## src/rtl/ivt_pkg.sv

```systemverilog
package ivt_pkg;

    parameter int NUM_SPEC = 5;

    typedef enum logic [2:0] {
        SLOT_SYSMGMT = 3'd0,
        SLOT_NMI     = 3'd1,
        SLOT_EXT     = 3'd2,
        SLOT_INIT    = 3'd3,
        SLOT_START   = 3'd4
    } slot_e;

    // Slots that feed the urgent summary: all except the external slot.
    localparam logic [NUM_SPEC-1:0] URGENT_MASK =
        ~(NUM_SPEC'(1) << SLOT_EXT);

endpackage

```

## src/rtl/ivt_bit_array.sv

```systemverilog
module ivt_bit_array #(
    parameter int NUM_BITS = 256,
    parameter int WORD_W   = 32
) (
    input  logic                clk,
    input  logic                rst_n,
    input  logic [NUM_BITS-1:0] set_mask,
    input  logic [NUM_BITS-1:0] clr_mask,
    output logic [NUM_BITS-1:0] bits_o
);

    localparam int NUM_WORDS = NUM_BITS / WORD_W;

    logic [WORD_W-1:0] word_q [NUM_WORDS];

    for (genvar w = 0; w < NUM_WORDS; w++) begin : g_word
        always_ff @(posedge clk) begin
            if (!rst_n) begin
                word_q[w] <= '0;
            end else begin
                word_q[w] <= (word_q[w] & ~clr_mask[w*WORD_W +: WORD_W])
                           | set_mask[w*WORD_W +: WORD_W];
            end
        end
        assign bits_o[w*WORD_W +: WORD_W] = word_q[w];
    end

    // a requested set always lands, even against a clear.
    a_r6_set_wins: assert property (@(posedge clk) disable iff (!rst_n)
        (set_mask != '0) |=> ((bits_o & $past(set_mask)) == $past(set_mask)));

    // a clear that is not overridden leaves the bit at zero.
    a_r5_clear_applies: assert property (@(posedge clk) disable iff (!rst_n)
        ((clr_mask & ~set_mask) != '0) |=>
            ((bits_o & $past(clr_mask & ~set_mask)) == '0));

endmodule

```

## src/rtl/ivt_msb_find.sv

```systemverilog
module ivt_msb_find #(
    parameter int NUM_BITS = 256,
    parameter int WORD_W   = 32,
    parameter int IDX_W    = $clog2(NUM_BITS)
) (
    input  logic [NUM_BITS-1:0] bits_i,
    output logic [IDX_W-1:0]    top_o
);

    localparam int NUM_WORDS = NUM_BITS / WORD_W;
    localparam int WIDX_W    = $clog2(WORD_W);

    logic [WIDX_W-1:0]    word_msb [NUM_WORDS];
    logic [NUM_WORDS-1:0] word_nz;

    for (genvar w = 0; w < NUM_WORDS; w++) begin : g_word
        always_comb begin
            word_msb[w] = '0;
            for (int b = 0; b < WORD_W; b++) begin
                if (bits_i[w*WORD_W + b]) word_msb[w] = WIDX_W'(b);
            end
        end
        assign word_nz[w] = |bits_i[w*WORD_W +: WORD_W];
    end

    // Highest non-zero word wins: ascending scan, last hit kept.
    always_comb begin
        top_o = '0;
        for (int w = 0; w < NUM_WORDS; w++) begin
            if (word_nz[w]) top_o = IDX_W'(w * WORD_W) + IDX_W'(word_msb[w]);
        end
    end

endmodule

```

## src/rtl/ivt_special_slots.sv

```systemverilog
module ivt_special_slots
    import ivt_pkg::*;
#(
    parameter int VEC_W = 8
) (
    input  logic                      clk,
    input  logic                      rst_n,
    input  logic [NUM_SPEC-1:0]       set_i,
    input  logic [NUM_SPEC-1:0]       clr_i,
    input  logic [VEC_W-1:0]          vec_i,
    output logic [NUM_SPEC-1:0]       pend_o,
    output logic [NUM_SPEC*VEC_W-1:0] vec_o,
    output logic                      urgent_o
);

    logic [NUM_SPEC-1:0] pend_q;
    logic [NUM_SPEC-1:0] pend_next;
    logic                urgent_q;

    assign pend_next = (pend_q & ~clr_i) | set_i;

    for (genvar i = 0; i < NUM_SPEC; i++) begin : g_slot
        logic [VEC_W-1:0] vec_q;
        always_ff @(posedge clk) begin
            if (!rst_n) begin
                vec_q <= '0;
            end else if (set_i[i]) begin
                vec_q <= vec_i;
            end
        end
        assign vec_o[i*VEC_W +: VEC_W] = vec_q;
    end

    always_ff @(posedge clk) begin
        if (!rst_n) begin
            pend_q   <= '0;
            urgent_q <= 1'b0;
        end else begin
            pend_q   <= pend_next;
            urgent_q <= |(pend_next & URGENT_MASK);
        end
    end

    assign pend_o   = pend_q;
    assign urgent_o = urgent_q;

    // the summary register agrees with the flag register.
    a_r11_summary: assert property (@(posedge clk) disable iff (!rst_n)
        urgent_q == |(pend_q & URGENT_MASK));

    // a set strobe raises the flag and captures the vector.
    a_r9_slot_latch: assert property (@(posedge clk) disable iff (!rst_n)
        (set_i != '0) |=> ((pend_q & $past(set_i)) == $past(set_i)));

endmodule

```

## src/rtl/irq_vec_tracker.sv

```systemverilog
module irq_vec_tracker
    import ivt_pkg::*;
#(
    parameter int NUM_VEC = 256,
    parameter int WORD_W  = 32
) (
    input  logic                    clk,
    input  logic                    rst_n,
    input  logic                    req_set_en,
    input  logic [7:0]              req_set_vec,
    input  logic                    req_clr_en,
    input  logic [7:0]              req_clr_vec,
    input  logic                    svc_set_en,
    input  logic [7:0]              svc_set_vec,
    input  logic                    svc_clr_en,
    input  logic [7:0]              svc_clr_vec,
    input  logic                    ack_en,
    input  logic [7:0]              ack_vec,
    input  logic                    eoi_en,
    input  logic [4:0]              spec_set,
    input  logic [4:0]              spec_clr,
    input  logic [7:0]              spec_vec_in,
    output logic [7:0]              req_top,
    output logic [7:0]              svc_top,
    output logic [4:0]              spec_pend,
    output logic [39:0]             spec_vec,
    output logic                    urgent_pend
);

    localparam int VEC_W = $clog2(NUM_VEC);

    logic [NUM_VEC-1:0] req_set_mask, req_clr_mask;
    logic [NUM_VEC-1:0] svc_set_mask, svc_clr_mask;
    logic [NUM_VEC-1:0] req_arr, svc_arr;
    logic [VEC_W-1:0]   req_msb_now, svc_msb_now;
    logic [VEC_W-1:0]   req_top_q, svc_top_q;

    // Command decode; the end-of-interrupt target comes from the live search.
    always_comb begin
        req_set_mask = '0;
        req_clr_mask = '0;
        svc_set_mask = '0;
        svc_clr_mask = '0;
        if (req_set_en) req_set_mask[req_set_vec] = 1'b1;
        if (req_clr_en) req_clr_mask[req_clr_vec] = 1'b1;
        if (ack_en)     req_clr_mask[ack_vec]     = 1'b1;
        if (svc_set_en) svc_set_mask[svc_set_vec] = 1'b1;
        if (ack_en)     svc_set_mask[ack_vec]     = 1'b1;
        if (svc_clr_en) svc_clr_mask[svc_clr_vec] = 1'b1;
        if (eoi_en && (svc_arr != '0)) svc_clr_mask[svc_msb_now] = 1'b1;
    end

    ivt_bit_array #(.NUM_BITS(NUM_VEC), .WORD_W(WORD_W)) u_req_arr (
        .clk      (clk),
        .rst_n    (rst_n),
        .set_mask (req_set_mask),
        .clr_mask (req_clr_mask),
        .bits_o   (req_arr)
    );

    ivt_bit_array #(.NUM_BITS(NUM_VEC), .WORD_W(WORD_W)) u_svc_arr (
        .clk      (clk),
        .rst_n    (rst_n),
        .set_mask (svc_set_mask),
        .clr_mask (svc_clr_mask),
        .bits_o   (svc_arr)
    );

    ivt_msb_find #(.NUM_BITS(NUM_VEC), .WORD_W(WORD_W), .IDX_W(VEC_W)) u_req_find (
        .bits_i (req_arr),
        .top_o  (req_msb_now)
    );

    ivt_msb_find #(.NUM_BITS(NUM_VEC), .WORD_W(WORD_W), .IDX_W(VEC_W)) u_svc_find (
        .bits_i (svc_arr),
        .top_o  (svc_msb_now)
    );

    always_ff @(posedge clk) begin
        if (!rst_n) begin
            req_top_q <= '0;
            svc_top_q <= '0;
        end else begin
            req_top_q <= req_msb_now;
            svc_top_q <= svc_msb_now;
        end
    end

    assign req_top = req_top_q;
    assign svc_top = svc_top_q;

    ivt_special_slots #(.VEC_W(VEC_W)) u_spec (
        .clk      (clk),
        .rst_n    (rst_n),
        .set_i    (spec_set),
        .clr_i    (spec_clr),
        .vec_i    (spec_vec_in),
        .pend_o   (spec_pend),
        .vec_o    (spec_vec),
        .urgent_o (urgent_pend)
    );

    // Delayed copies of the sets, for checking the registered search results.
    logic [NUM_VEC-1:0] req_arr_d, svc_arr_d;
    always_ff @(posedge clk) begin
        req_arr_d <= req_arr;
        svc_arr_d <= svc_arr;
    end

    // registered request top is the MSB of the set one cycle earlier.
    a_r2_req_top_is_msb: assert property (@(posedge clk) disable iff (!rst_n)
        $past(rst_n) |->
            ((req_arr_d >> req_top_q) == NUM_VEC'(req_arr_d != '0)));

    // same for the in-service top.
    a_r3_svc_top_is_msb: assert property (@(posedge clk) disable iff (!rst_n)
        $past(rst_n) |->
            ((svc_arr_d >> svc_top_q) == NUM_VEC'(svc_arr_d != '0)));

    // acknowledge moves the vector between the sets.
    a_r7_ack_moves: assert property (@(posedge clk) disable iff (!rst_n)
        (ack_en && !(req_set_en && req_set_vec == ack_vec)) |=>
            (!req_arr[$past(ack_vec)] && svc_arr[$past(ack_vec)]));

    // end-of-interrupt retires the live highest in-service vector.
    a_r8_eoi_clears: assert property (@(posedge clk) disable iff (!rst_n)
        (eoi_en && !(svc_set_en && svc_set_vec == svc_msb_now)
                && !(ack_en && ack_vec == svc_msb_now)) |=>
            !svc_arr[$past(svc_msb_now)]);

endmodule

```

## config.mk

```make
export PLATFORM = sky130hd
export DESIGN_NAME = irq_vec_tracker
export DESIGN_NICKNAME = d
export VERILOG_FILES = /design/src/rtl/ivt_pkg.sv /design/src/rtl/ivt_bit_array.sv /design/src/rtl/ivt_msb_find.sv /design/src/rtl/ivt_special_slots.sv /design/src/rtl/irq_vec_tracker.sv
export SDC_FILE = /design/constraint.sdc
export NUM_CORES = 2
export LEC_CHECK = 0
export BUFFER_PORTS_ARGS = -buffer_cell sky130_fd_sc_hd__buf_4
export CAP_MARGIN = 10
export CORE_ASPECT_RATIO = 0.75
export CORE_MARGIN = 2
export CORE_UTILIZATION = 45
export CTS_BUF_LIST = sky130_fd_sc_hd__clkbuf_8
export DETAILED_ROUTE_END_ITERATION = 10
export PLACE_DENSITY = 0.7
export SYNTH_ARGS = -nofsm -noshare
export SYNTH_HDL_FRONTEND = slang
export SYNTH_SLANG_ARGS = --single-unit
```

## constraint.sdc

```tcl
create_clock -name clk -period 3.7 [get_ports clk]
set_input_delay 0.555 -clock clk [delete_from_list [all_inputs] [get_ports clk]]
set_output_delay 0.555 -clock clk [all_outputs]
set_load 0.01 [all_outputs]
```

==> results_dict.tcl <==
set metrics [dict create \
    cts.path.max_buffers 3 \
    synth_ff_type "dfxtp_1" \
    synth_top_area_cell "dfxtp_1" \
    clkSlewWorstSetupHoldPaths_ns 0.07 \
    syn_inst 4668 \
    cp_cell_sequence "or4_1 -> a211oi_1 -> o211ai_1 -> a311oi_1 -> o21bai_1 -> a21bo_2 -> nor2_2 -> buf_4 -> o221ai_1 -> o311a_1" \
    fin_crit_ns 3.69 \
    synth.area.top_cells "dfxtp_1 34%, nor2_1 8.1%, a21oi_1 6.6%" \
    synth_top_area_share 0.338 \
    ios 128 \
    synth_edf_count 0 \
    timing.setup.critical_path_class "flop to flop" \
    die-area_sq_um 77700 \
    min_path_type "primary input to flop" \
    syn_nets 4734 \
    postCtsHoldBufs 0 \
    use_met1 0.652 \
    die_y_microns 242 \
    synthesis.area_per_instance_sq_um 7.28 \
    cpMaxStageDelayCell "or4_1" \
    ys_warn_count 0 \
    worstMarginPinSlew_ns 1.31 \
    via_per_inst 7.27 \
    cts_tree "yes" \
    htreeDepth 3 \
    overflow 0 \
    final_cell_mix "732 x nor2_1, 574 x dfxtp_1, 571 x buf_4" \
    slew_headroom 0.127 \
    p_leak_nw 15.0 \
    rsz0062_at_grt "true" \
    grt_pass1_wl_microns 277000 \
    gp_congestion 1.09 \
    numCtsBuffers 96 \
    numPortBuffers 127 \
    grtUsageTotal 0.484 \
    drive_above_1_share 0.163 \
    grt_max_degree 101 \
    initial_core_util 0.453 \
    fin_util 0.546 \
    path_delay_family "compound AO/OA/AOI/OAI gates" \
    vias 44100 \
    fin_nets 5084 \
    stdcell_area_sq_um 40900 \
    crit_path_end_kind "flop" \
    avgRoutedWirePerCell_microns 32.5 \
    core_area_sq_um 75000 \
    fmax_ghz 0.271 \
    fin_skew_ns 0.0678 \
    synth_area_sq_um 34000 \
    slowest_delay_ns 0.61 \
    crit_arrival_ns 4.32 \
    top_usage_layer "met1" \
    wl_microns 197000 \
    rows 87 \
    slew_viol_final 0 \
    drv_cap 0 \
    worst-path-buf-inv 1 \
    async_reset_ff_frac 0 \
    violations "DRC" \
    first_pass_iters 7 \
    hold-path-cell-count 3 \
    worstPathRequired_ns 4.33 \
    peakVddDrop_mv 0.281 \
    hold_viol_final 0 \
    cp_max_fo 9 \
    grt_util_met3 0.236 \
    cts_root_buf "clkbuf_8" \
    cp.depth 10 \
    place_hpwl_microns 138000 \
    clock-sinks 574 \
    first_global_vias 39700 \
    fill_cells 7294 \
    setup_viol 0 \
    powerDensity_nw_per_um2 405 \
    outcome "finished with violations" \
    synth_cell_types 77 \
    gr-usage-met2 0.615 \
    antenna_found_initial 6 \
    reg2regPathDepth 10 \
    drt_iter0_drc 9095 \
    drtAntennaViolNets 0 \
    area_growth_pct 20.5 \
    crit_path_start_kind "flop" \
    postCtsSetupBuffers 0 \
    layout_commonest_cell "nor2_1" \
    ys_seq_area_frac 0.338 \
    die_w_microns 321 \
    drc 1 \
    place_area_sq_um 38900 \
    ys_seq_elements 574 \
    clock_latency_ns 0.79 \
    timing.final.crit_share 0.997 \
]
[report_power, final]
part | total (mW) | internal, mW | switching [mW] | leakage [nW]
Clock | 5.92 | 2.96 | 2.96 | 1.07
Sequential | 6.31 | 6.26 | 0.0468 | 4.64
Combinational | 4.38 | 1.44 | 2.93 | 9.26
[repair_timing]
action                                  CTS  global route
cloned                                    0             0
resized for setup                         3            23
pin swaps                                 0             1
endpoints found under the setup margin    4           166
[final cells by class]
type,count,area (sq um),share of cell area
inverters,103,394,0.00963
repair buffers,606,4980,0.122
clock inverters,46,267,0.00651
diodes,8,20.0,0.000489
well taps,979,1220,0.0299
clock buffers,116,1600,0.0390
flip-flops and latches,574,11500,0.281
multi-input cells,3637,21000,0.512
[routing by layer]
metal | wire, microns | vias to the layer above
li1 | - | 18300
met1 | 74400 | 20600
met2 | 72200 | 4272
met3 | 37000 | 862
met4 | 13400 | 13
met5 | 189 | -
[cells in the mapped netlist, types with 101 or more instances]
cell type  number
a21oi_1       447
a31oi_1       141
clkbuf_1      317
dfxtp_1       574
inv_1         103
nand2_1       283
nand3_1       172
nor2_1        734
nor3_1        114
nor4_1        141
o21a_1        101
o21ai_0       384
o221ai_1      131
o22ai_1       123
[logic make-up after synthesis]
group,after synthesis,synth area share
AOI/OAI and AO/OA,1877,0.362
buffers and inverters,457,0.0520
DFF,574,0.338
muxes,40,0.0118
and+or+nand+nor,1720,0.237
[sequential cells by signal, indices dropped and copies added, names as in the netlist]
signal / flops
u_req_arr.word_q: 256
req_top: 8
svc_top: 8
u_spec.urgent_o: 1
u_svc_arr.word_q: 256
u_spec.g_slot.vec_q: 40
u_spec.pend_o: 5
[path summary, 6_finish.rpt]
path / endpoint / slack [ns] / from
max: u_svc_arr.word_q[0][120] / 0.01 / u_svc_arr.word_q[0][16]
min: u_spec.g_slot[3].vec_q[6] / 0.07 / spec_vec_in[6]
max reg2reg: u_svc_arr.word_q[0][120] / 0.01 / u_svc_arr.word_q[0][16]
min reg2reg: u_spec.g_slot[1].vec_q[2] / 0.50 / u_spec.g_slot[1].vec_q[2]
[worst register-to-register path, stage by stage (launching register included)]
cell and delay (ns):
dfxtp_1 0.36, or4_1 0.61, a211oi_1 0.41, o211ai_1 0.23
a311oi_1 0.34, o21bai_1 0.25, a21bo_2 0.40, nor2_2 0.14
buf_4 0.30, o221ai_1 0.18, o311a_1 0.31
[per-stage QoR]
| stage | TNS, ns | power [mW] | hold WS [ns] | worst slack, ns | std cells |
|---|---|---|---|---|---|
| global placement | 0 | 10.5 | 0.475 | 0.0300 | 5898 |
| floorplan | 0 | 7.96 | 0.466 | 0.618 | 4668 |
| CTS | 0 | 16.2 | 0.0444 | 0.0560 | 6061 |
| global route | -0.0490 | 16.7 | 0.0810 | -0.0259 | 6061 |
| detailed placement | -0.0345 | 10.5 | 0.487 | -0.0192 | 5899 |
| finish | 0 | 16.6 | 0.0715 | 0.0120 | 6069 |
Power figures use the tool's default switching activity.
